## src/rtl/amem_pkg.sv

```systemverilog
`timescale 1ns/1ps
package amem_pkg;
  localparam int SETUP_W = 4;
  localparam int HOLD_W  = 4;
  localparam int DLEN_W  = 8;
  localparam int TURN_W  = 4;
  localparam int MODE_W  = 2;
  localparam int DHLD_W  = 2;
  localparam int CNT_W   = DLEN_W;

  typedef enum logic [2:0] {
    PH_IDLE, PH_SETUP, PH_AHOLD, PH_DATA, PH_DHOLD, PH_TURN
  } phase_e;

  typedef struct packed {
    logic              mux;
    logic [DHLD_W-1:0]  dhold;
    logic [MODE_W-1:0]  mode;
    logic [TURN_W-1:0]  turn;
    logic [DLEN_W-1:0]  data;
    logic [HOLD_W-1:0]  hold;
    logic [SETUP_W-1:0] setup;
  } timing_t;

  localparam int TIM_W = $bits(timing_t);

  localparam timing_t TIMING_RST = '{
    mux: 1'b0, dhold: '0, mode: '0,
    turn: '1, data: '1, hold: '1, setup: '1
  };
endpackage

```

## src/rtl/amem_timing_reg.sv

```systemverilog
`timescale 1ns/1ps
module amem_timing_reg
  import amem_pkg::*;
(
  input  logic             clk_i,
  input  logic             rst_ni,
  input  logic             cfg_we_i,
  input  logic [TIM_W-1:0] cfg_word_i,
  input  logic             accept_i,
  input  logic             idle_i,
  output timing_t          tim_o
);
  timing_t cfg_q, snap_q;

  always_ff @(posedge clk_i or negedge rst_ni) begin
    if (!rst_ni) begin
      cfg_q  <= TIMING_RST;
      snap_q <= TIMING_RST;
    end else begin
      if (cfg_we_i) cfg_q  <= timing_t'(cfg_word_i);
      if (accept_i) snap_q <= cfg_q;
    end
  end

  // on the accept cycle the live word is used, so the first phase load sees it
  assign tim_o = accept_i ? cfg_q : snap_q;

  assert_tim_stable_R10: assert property (@(posedge clk_i) disable iff (!rst_ni)
    !idle_i |=> (idle_i || $stable(tim_o)));
endmodule

```

## src/rtl/amem_phase_fsm.sv

```systemverilog
`timescale 1ns/1ps
module amem_phase_fsm
  import amem_pkg::*;
(
  input  logic              clk_i,
  input  logic              rst_ni,
  input  logic              req_i,
  input  logic              req_we_i,
  input  timing_t           tim_i,
  output phase_e            phase_o,
  output logic              wr_o,
  output logic [MODE_W-1:0] mode_o,
  output logic              last_o,
  output logic              accept_o,
  output logic              idle_o
);
  phase_e           phase_q, phase_d;
  logic [CNT_W-1:0] cnt_q, cnt_d;
  logic             wr_q, wr_eff, accept, idle, last;

  function automatic phase_e succ(phase_e ph, timing_t t, logic wr);
    phase_e nx;
    case (ph)
      PH_IDLE:  nx = (t.setup != '0) ? PH_SETUP : (t.mux ? PH_AHOLD : PH_DATA);
      PH_SETUP: nx = t.mux ? PH_AHOLD : PH_DATA;
      PH_AHOLD: nx = PH_DATA;
      PH_DATA:  nx = (wr || t.dhold != '0) ? PH_DHOLD : PH_TURN;
      PH_DHOLD: nx = PH_TURN;
      default:  nx = PH_IDLE;
    endcase
    return nx;
  endfunction

  // counter load value: phase length minus one
  function automatic logic [CNT_W-1:0] plen(phase_e ph, timing_t t, logic wr);
    logic [CNT_W-1:0] n;
    case (ph)
      PH_SETUP: n = CNT_W'(t.setup) - CNT_W'(1);
      PH_AHOLD: n = (t.hold == '0) ? '0 : CNT_W'(t.hold) - CNT_W'(1);
      PH_DATA:  n = (t.data == '0) ? '0 : CNT_W'(t.data) - CNT_W'(1);
      PH_DHOLD: n = wr ? CNT_W'(t.dhold) : CNT_W'(t.dhold) - CNT_W'(1);
      PH_TURN:  n = CNT_W'(t.turn);
      default:  n = '0;
    endcase
    return n;
  endfunction

  always_comb begin
    idle    = (phase_q == PH_IDLE);
    accept  = req_i && idle;
    last    = !idle && (cnt_q == '0);
    wr_eff  = accept ? req_we_i : wr_q;
    phase_d = phase_q;
    cnt_d   = cnt_q;
    if (accept || last) begin
      phase_d = succ(phase_q, tim_i, wr_eff);
      cnt_d   = plen(phase_d, tim_i, wr_eff);
    end else if (!idle) begin
      cnt_d = cnt_q - CNT_W'(1);
    end
  end

  always_ff @(posedge clk_i or negedge rst_ni) begin
    if (!rst_ni) begin
      phase_q <= PH_IDLE;
      cnt_q   <= '0;
      wr_q    <= 1'b0;
    end else begin
      phase_q <= phase_d;
      cnt_q   <= cnt_d;
      wr_q    <= wr_eff;
    end
  end

  assign phase_o  = phase_q;
  assign wr_o     = wr_q;
  assign mode_o   = tim_i.mode;
  assign last_o   = last;
  assign accept_o = accept;
  assign idle_o   = idle;

  assert_cnt_step_R2: assert property (@(posedge clk_i) disable iff (!rst_ni)
    (phase_q != PH_IDLE && cnt_q != '0) |=>
      (phase_q == $past(phase_q) && cnt_q == $past(cnt_q) - CNT_W'(1)));

  assert_turn_exit_R6: assert property (@(posedge clk_i) disable iff (!rst_ni)
    (phase_q == PH_TURN && cnt_q == '0) |=> phase_q == PH_IDLE);

  assert_idle_hold_R11: assert property (@(posedge clk_i) disable iff (!rst_ni)
    (phase_q == PH_IDLE && !req_i) |=> phase_q == PH_IDLE);

  assert_busy_stays_R11: assert property (@(posedge clk_i) disable iff (!rst_ni)
    (phase_q != PH_IDLE && phase_q != PH_TURN) |=> phase_q != PH_IDLE);
endmodule

```

## src/rtl/amem_strobe_gen.sv

```systemverilog
`timescale 1ns/1ps
module amem_strobe_gen
  import amem_pkg::*;
#(
  parameter int ADDR_W = 32,
  parameter int DATA_W = 32
) (
  input  logic              clk_i,
  input  logic              rst_ni,
  input  logic              accept_i,
  input  logic [ADDR_W-1:0] req_addr_i,
  input  logic [DATA_W-1:0] req_wdata_i,
  input  phase_e            phase_i,
  input  logic              wr_i,
  input  logic [MODE_W-1:0] mode_i,
  input  logic              last_i,
  input  logic [DATA_W-1:0] mem_rdata_i,
  output logic [ADDR_W-1:0] mem_addr_o,
  output logic [DATA_W-1:0] mem_wdata_o,
  output logic [DATA_W-1:0] rd_data_o,
  output logic              dq_oe_o,
  output logic              cs_o,
  output logic              oe_o,
  output logic              we_o,
  output logic              adv_o,
  output logic              done_o
);
  logic [ADDR_W-1:0] addr_q;
  logic [DATA_W-1:0] wdata_q, rd_q;
  logic              in_addr, in_data, in_dhold, in_turn, early_oe;

  always_comb begin
    in_addr  = (phase_i == PH_SETUP) || (phase_i == PH_AHOLD);
    in_data  = (phase_i == PH_DATA);
    in_dhold = (phase_i == PH_DHOLD);
    in_turn  = (phase_i == PH_TURN);
    early_oe = mode_i[0];   // modes B and D open the output early
  end

  always_ff @(posedge clk_i or negedge rst_ni) begin
    if (!rst_ni) begin
      addr_q  <= '0;
      wdata_q <= '0;
      rd_q    <= '0;
    end else begin
      if (accept_i) begin
        addr_q  <= req_addr_i;
        wdata_q <= req_wdata_i;
      end
      if (in_data && last_i && !wr_i) rd_q <= mem_rdata_i;
    end
  end

  assign mem_addr_o  = addr_q;
  assign mem_wdata_o = wdata_q;
  assign rd_data_o   = rd_q;
  assign cs_o        = in_addr || in_data || in_dhold;
  assign adv_o       = in_addr;
  assign we_o        = wr_i && in_data;
  assign oe_o        = !wr_i && (in_data || (early_oe && in_addr));
  assign dq_oe_o     = wr_i && (in_data || in_dhold);
  assign done_o      = in_turn && last_i;

  assert_oe_we_excl_R8: assert property (@(posedge clk_i) disable iff (!rst_ni)
    !(oe_o && we_o));

  assert_we_in_cs_R4: assert property (@(posedge clk_i) disable iff (!rst_ni)
    we_o |-> (cs_o && dq_oe_o));

  assert_cs_off_done_R6: assert property (@(posedge clk_i) disable iff (!rst_ni)
    done_o |-> !cs_o);

  assert_cs_fall_R7: assert property (@(posedge clk_i) disable iff (!rst_ni)
    $fell(cs_o) |-> in_turn);

  assert_rd_stable_R9: assert property (@(posedge clk_i) disable iff (!rst_ni)
    we_o |=> $stable(rd_data_o));
endmodule

```

## src/rtl/amem_phase_seq.sv

```systemverilog
`timescale 1ns/1ps
module amem_phase_seq
  import amem_pkg::*;
#(
  parameter int ADDR_W = 32,
  parameter int DATA_W = 32
) (
  input  logic              clk_i,
  input  logic              rst_ni,
  input  logic              cfg_we_i,
  input  logic [TIM_W-1:0]  cfg_word_i,
  input  logic              req_i,
  input  logic              req_we_i,
  input  logic [ADDR_W-1:0] req_addr_i,
  input  logic [DATA_W-1:0] req_wdata_i,
  output logic              ready_o,
  output logic              done_o,
  output logic [DATA_W-1:0] rd_data_o,
  output logic [ADDR_W-1:0] mem_addr_o,
  output logic [DATA_W-1:0] mem_wdata_o,
  input  logic [DATA_W-1:0] mem_rdata_i,
  output logic              dq_oe_o,
  output logic              cs_o,
  output logic              oe_o,
  output logic              we_o,
  output logic              adv_o
);
  timing_t           tim;
  phase_e            phase;
  logic              wr, last, accept, idle;
  logic [MODE_W-1:0] mode;

  amem_timing_reg u_tim (
    .clk_i, .rst_ni, .cfg_we_i, .cfg_word_i,
    .accept_i (accept),
    .idle_i   (idle),
    .tim_o    (tim)
  );

  amem_phase_fsm u_fsm (
    .clk_i, .rst_ni, .req_i, .req_we_i,
    .tim_i    (tim),
    .phase_o  (phase),
    .wr_o     (wr),
    .mode_o   (mode),
    .last_o   (last),
    .accept_o (accept),
    .idle_o   (idle)
  );

  amem_strobe_gen #(.ADDR_W(ADDR_W), .DATA_W(DATA_W)) u_stb (
    .clk_i, .rst_ni,
    .accept_i    (accept),
    .req_addr_i, .req_wdata_i,
    .phase_i     (phase),
    .wr_i        (wr),
    .mode_i      (mode),
    .last_i      (last),
    .mem_rdata_i,
    .mem_addr_o, .mem_wdata_o, .rd_data_o,
    .dq_oe_o, .cs_o, .oe_o, .we_o, .adv_o, .done_o
  );

  assign ready_o = idle;

  assert_ready_quiet_R1: assert property (@(posedge clk_i) disable iff (!rst_ni)
    ready_o |-> !(cs_o || oe_o || we_o || adv_o || dq_oe_o || done_o));
endmodule

```

## config.mk

```make
export PLATFORM = sky130hd
export DESIGN_NAME = amem_phase_seq
export DESIGN_NICKNAME = d
export VERILOG_FILES = /design/src/rtl/amem_pkg.sv /design/src/rtl/amem_timing_reg.sv /design/src/rtl/amem_phase_fsm.sv /design/src/rtl/amem_strobe_gen.sv /design/src/rtl/amem_phase_seq.sv
export SDC_FILE = /design/constraint.sdc
export NUM_CORES = 1
export LEC_CHECK = 0
export BUFFER_PORTS_ARGS = -buffer_cell sky130_fd_sc_hd__buf_2
export CORE_ASPECT_RATIO = 2
export CORE_MARGIN = 2
export CORE_UTILIZATION = 30
export CTS_CLUSTER_DIAMETER = 150
export CTS_CLUSTER_SIZE = 16
export DETAILED_ROUTE_END_ITERATION = 6
export GPL_ROUTABILITY_DRIVEN = 0
export SYNTH_ARGS = -nofsm -noshare
export SYNTH_HDL_FRONTEND = slang
export SYNTH_HIERARCHICAL = 1
export SYNTH_SLANG_ARGS = --single-unit
```

## constraint.sdc

```tcl
create_clock -name clk_i -period 4.3 [get_ports clk_i]
set_input_delay 0.86 -clock clk_i [delete_from_list [all_inputs] [get_ports clk_i]]
set_output_delay 0.86 -clock clk_i [all_outputs]
set_load 0.01 [all_outputs]
```

==> metrics, run 1 <==
VDD IR-drop max about 0.41 mV; Final Max Slew Viols 0; # rows a little under 80; DR pass1 iterations 5; Clock power frac between 20% and 30%; CP required between 3000 and 4000 ps; final core utilization 38.96%; Final Critical Period 3576 ps; CTS H-tree lvls 4; core area 23130 µm²; # setup viols final 0; RSZ-0062 raised after global routing false; port bufs 227; Final #Nets approximately 850; first-pass GRT wire length 25.53 mm; Detail Route Antenna Nets 0; CTS tree done; share of cells above drive strength 1 between 60% and 70%; power per cell area 738.6 nW/µm²; Iter 0 DRT Violations 126; Root Buffer clkbuf_16; kind of start point of the critical path flip-flop; worst slack, placed around 680 ps; final hold violation count 0; outcome finished clean; post-detailed-route DRC marker count 0; Ports 229; clock tree buffer depth 2; Int Power 4.458 mW; sw frac between 30% and 40%; final hold slack ~460 ps; DR vias/cell roughly 4.7; Clock Latency Late Sink roughly 440 ps; synth-to-layout area growth 28.81%; Cells after Synth between 400 and 500; CTS Hold Bufs 0; largest net degree at the start of global routing 87; Avg Inst Size Synth 14.49 µm²; Net Count, Synth between 600 and 700; Psw roughly 2.2 mW; drt wl/cell around 16 µm; final WL 16.19 mm; Final TNS setup 0 ps; Synth Warn # 6; Initial Utilization 30.25%; die area roughly 25000 µm²; # fillers between 2000 and 2500; setup ws final 723.7 ps; Rel. slew slack 43.81%; Max Cap Viol 0; Ant. Diodes 0; Final Cycle Share between 80 and 90%; total grt overflow 0; clk slew on worst S/H paths 60 ps; R2R cell count 10; CTS Buf Count 17; Pleak approximately 4.3 nW; vias in the first global route 5065; Tightest Pin Transition roughly 840 ps; Worst Path Arrival about 2700 ps; Setup Crit Path Kind reg2out; initial antenna violation count 2; CP max FO 20; Crit. End Element output port; sequential power share 36.7%; post-CTS setup repair buffer count 0; Post-CTS Resized 0; synthesized area between 6000 and 7000 µm²; Vias ~4800; hold crit path type in2async; Die Y around 220 µm; Die W 112.0 µm; fmax 0.2796 GHz; total track usage around 13%; Comb pwr share between 30% and 40%; CTS Sinks between 150 and 200; Setup Skew about 9 ps; HPWL after DPL ~12 mm
[worst paths after layout]
kind | slack [ps] | startpoint | endpoint
setup / recovery | 720 | u_fsm/phase_o[1]$_DFFE_PN0N_ | done_o
hold / removal | 460 | rst_ni | u_stb/rd_data_o[24]$_DFFE_PN0P_
setup reg to reg | 920 | u_fsm/phase_o[0]$_DFFE_PN0N_ | u_fsm/cnt_q[0]$_DFFE_PN0P_
hold reg to reg | 500 | u_stb/rd_data_o[31]$_DFFE_PN0P_ | u_stb/rd_data_o[31]$_DFFE_PN0P_
max in group asynchronous | 2970 | rst_ni | u_stb/mem_addr_o[18]$_DFFE_PN0P_
min in group clk_i | 500 | u_stb/rd_data_o[31]$_DFFE_PN0P_ | u_stb/rd_data_o[31]$_DFFE_PN0P_
[flip-flops by register name, indices dropped and copies added, names as in the netlist]
name	flops
u_tim/snap_q	24
u_tim/cfg_q	24
u_fsm/phase_o	3
u_stb/rd_data_o	32
u_stb/mem_wdata_o	32
u_stb/mem_addr_o	32
u_fsm/wr_o	1
u_fsm/cnt_q	8
[power groups by stage]
stage | logic, mW | clock network (mW) | registers [mW]
CTS | 2.60 | 1.72 | 2.45
global placement | 2.56 | 0 | 2.45
global route | 2.81 | 1.77 | 2.53
detailed placement | 2.59 | 0 | 2.47
finish | 2.56 | 1.65 | 2.45
floorplan | 1.58 | 0 | 2.60
[metal layers]
metal	global-route usage (%)	part of all wire, %
met4	5.854	2.6
met3	5.088	7.1
met5	0	0.11
met1	13.02	35
met2	25.11	55
[placed cells by master (no fill, tap or decap), types with 4 or more instances in the layout]
master,count
nor3b_1,7
clkbuf_16,17
bufinv_16,5
dfrtp_1,116
mux2_4,39
a21oi_1,14
nor2_1,17
ha_1,6
buf_4,10
dfstp_2,40
xor2_1,5
nor3_1,10
buf_2,226
xnor2_1,6
nand2_1,11
inv_1,10
o21ai_0,9
mux2_2,105
o211ai_1,4
[worst max-delay path, cell delays in order, from the launching register on]
cell and delay [ps]:
dfrtp_1 750, or3_1 430, inv_2 150, nor4b_2 260
buf_4 180, nand2_1 120, nor3b_1 220, buf_2 170
[per-stage QoR]
stage                     power [mW]  instances  area (µm²)
after floorplan                4.178        483        6997
after global placement         5.003        981        8373
after detailed placement       5.060        981        8373
after CTS                      6.769       1013        9012
after global routing           7.102       1013        9012
final                          6.656       1013        9012
[cell type report]
type	count	area (µm²)	share of cell area (%)
clock buffer	20	446.7	4.956
clock inverter	12	192.7	2.138
inverter	11	41.29	0.4581
multi-input combinational	293	2786	30.92
sequential	156	3954	43.87
tap	283	354.1	3.929
timing repair buffer	238	1237	13.73
Note: power is estimated with default switching activity, not from simulation.
==> run 2, diff against run 1 <==
--- a/config.mk
+++ b/config.mk
@@ -5,6 +5,7 @@
 export SDC_FILE = /design/constraint.sdc
 export NUM_CORES = 1
 export LEC_CHECK = 0
+export ABC_AREA = 1
 export BUFFER_PORTS_ARGS = -buffer_cell sky130_fd_sc_hd__buf_2
 export CORE_ASPECT_RATIO = 2
 export CORE_MARGIN = 2
==> constraint.sdc (replaced) <==
create_clock -name clk_i -period 3.6 [get_ports clk_i]
set_input_delay 0.72 -clock clk_i [delete_from_list [all_inputs] [get_ports clk_i]]
set_output_delay 0.72 -clock clk_i [all_outputs]
set_load 0.01 [all_outputs]
==> run 2 against run 1 <==
Compared with the run above:
- critical path type unchanged
- clock skew is essentially flat
- count of clock-buffer cells in the layout shrank 3
- sequential power grew 15%
- combinational power grew 27%
- register-to-register slack lost 310 ps
- highest routed layer is now met4
- largest cell class unchanged
==> metrics, run 2 <==
Tightest Pin Transition 753.7 ps (-81.43 ps); CTS Hold Bufs 0 (unchanged); Final Cycle Share between 80% and 90%; CP max FO 19 (-5.0%); Rel. slew slack 49.75% (+5.9 points); Pleak 4.379 nW (+0.89%); grt peak-use layer met2; routing usage on met3 3.424% (-1.7 points); HPWL after DPL 13.55 mm (+13%); initial antenna violation count 0 (-2); Setup Skew 8.932 ps (-0.1961 ps); Max Cap Viol 0 (unchanged); total grt overflow 0 (unchanged); commonest non-fill, non-tap cells in the layout nand2_1, buf_2, dfrtp_1; drt wl/cell 14.78 µm (-7.5%); commonest non-fill, non-tap cell in the layout nand2_1; grt met1 use 16.46% (+3.4 points); Vias 5545 (+17%); Top delay family on crit path simple AND/OR/NAND/NOR gates; outcome finished clean; total track usage 15.02% (+1.6 points); Final Critical Period around 3100 ps; Cells after Synth 708 (+47%); Final TNS setup 0 ps (unchanged); Ports 229 (unchanged); Crit path top cell by count nand2_1; # fillers 2363 (+3.4%); synthesized area 7077 µm² (+1.1%); Iter 0 DRT Violations 240 (+90%); # setup viols final 0 (unchanged); Slowest cell on crit path dfrtp_1; Synth Warn # 6 (unchanged); CTS Sinks 156 (unchanged); Die Y 221.2 µm (+0.56%); synth-to-layout area growth 26.63%; core area 23230 µm² (+0.43%); hold crit path type in2async; CTS H-tree lvls 4 (unchanged); Buf+Inv Stages, Crit Path 3 (unchanged); kind of start point of the critical path flip-flop; Post-CTS Resized 0 (unchanged); Avg Inst Size Synth 9.995 µm² (-31%); power per cell area 869.3 nW/µm² (+18%); RSZ-0062 raised after global routing false; share of cells above drive strength 1 42.93% (-20 points); final core utilization 38.58% (-0.39 points); met2 Track Usage GR 26.46% (+1.4 points); Die W 112.6 µm (+0.55%); largest net degree at the start of global routing 67 (-23%); die area 24910 µm² (+1.1%); Root Buffer clkbuf_16; CP max stage delay 490 ps (-260 ps); VDD IR-drop max 0.4728 mV (+15%); vias in the first global route 5598 (+11%); final WL 18.11 mm (+12%); DR pass1 iterations 4 (-1); Clock Latency Late Sink 450 ps (about the same); Net Count, Synth 840 (+37%); Setup Crit Path Kind reg2out; DR vias/cell 4.527 (-3.6%); Worst Path Arrival 2400 ps (-320 ps); post-CTS setup repair buffer count 0 (unchanged); final hold slack 227.4 ps (-232.4 ps); CTS tree done; clk slew on worst S/H paths 70 ps (about the same); Cell Chain, Critical Path nor2_4 -> nand3_2 -> clkinv_2 -> buf_4 -> nand2_1 -> nand2_1 -> nand2_1 -> o21ai_0 -> buf_2; Detail Route Antenna Nets 0 (unchanged); Final #Nets 1061 (+25%); port bufs 227 (unchanged); Crit. End Element output port; # rows 79 (unchanged); CP required 2880 ps (-560 ps); fmax around 0.32 GHz; post-detailed-route DRC marker count 0 (unchanged); first-pass GRT wire length 29.04 mm (+14%); Final Max Slew Viols 0 (unchanged); clock tree buffer depth 2 (unchanged); CTS Buf Count 17 (unchanged); Initial Utilization 30.47% (+0.22 points); final hold violation count 0 (unchanged)
-- run 2: where the power goes --
part | internal (mW) | leakage (nW) | switching [mW]
Combinational | 1.35 | 2.41 | 1.90
Clock | 0.959 | 0.273 | 0.781
Sequential | 2.46 | 1.70 | 0.346
Total | 4.77 | 4.38 | 3.02
-- run 2: final timing paths --
| path | from | to | slack (ps) | cells after the start |
|---|---|---|---|---|
| max in group asynchronous | rst_ni | u_tim/cfg_q[0]$_DFFE_PN1P_ | 2470 | 2 |
| hold / removal | rst_ni | u_stb/rd_data_o[28]$_DFFE_PN0P_ | 230 | 1 |
| setup reg to reg | u_fsm/phase_o[2]$_DFFE_PN0N_ | u_fsm/cnt_q[5]$_DFFE_PN0P_ | 610 | 15 |
| min in group clk_i | u_tim/cfg_q[5]$_DFFE_PN1P_ | u_tim/cfg_q[5]$_DFFE_PN1P_ | 460 | 2 |
| hold reg to reg | u_tim/cfg_q[5]$_DFFE_PN1P_ | u_tim/cfg_q[5]$_DFFE_PN1P_ | 460 | 2 |
| setup / recovery | u_fsm/phase_o[0]$_DFFE_PN0N_ | oe_o | 480 | 9 |
-- run 2: metrics by stage --
stage	worst slack, ps	cells	cell area (µm²)	power (mW)
after global routing	185.3	1224	8959	8.401
after CTS	393.9	1224	8959	7.937
after global placement	493.7	1193	8401	6.080
after floorplan	1078	708	7077	5.077
final	479.8	1225	8961	7.790
after detailed placement	457.9	1193	8401	6.138
-- run 2: routing by layer --
metal	share of wire (%)	vias up
li1	-	2760
met1	38	2627
met2	54	126
met3	4.2	32
met4	3.1	0
met5	0	-
-- run 2: area by class of cell --
type | count | area (µm²) | area share, %
inverter | 37 | 150.1 | 1.676
tap | 283 | 354.1 | 3.951
timing repair buffer | 235 | 1215 | 13.56
sequential | 156 | 3954 | 44.12
clock inverter | 14 | 132.6 | 1.480
antenna | 1 | 2.502 | 0.02793
clock buffer | 17 | 425.4 | 4.747
multi-input combinational | 482 | 2728 | 30.44
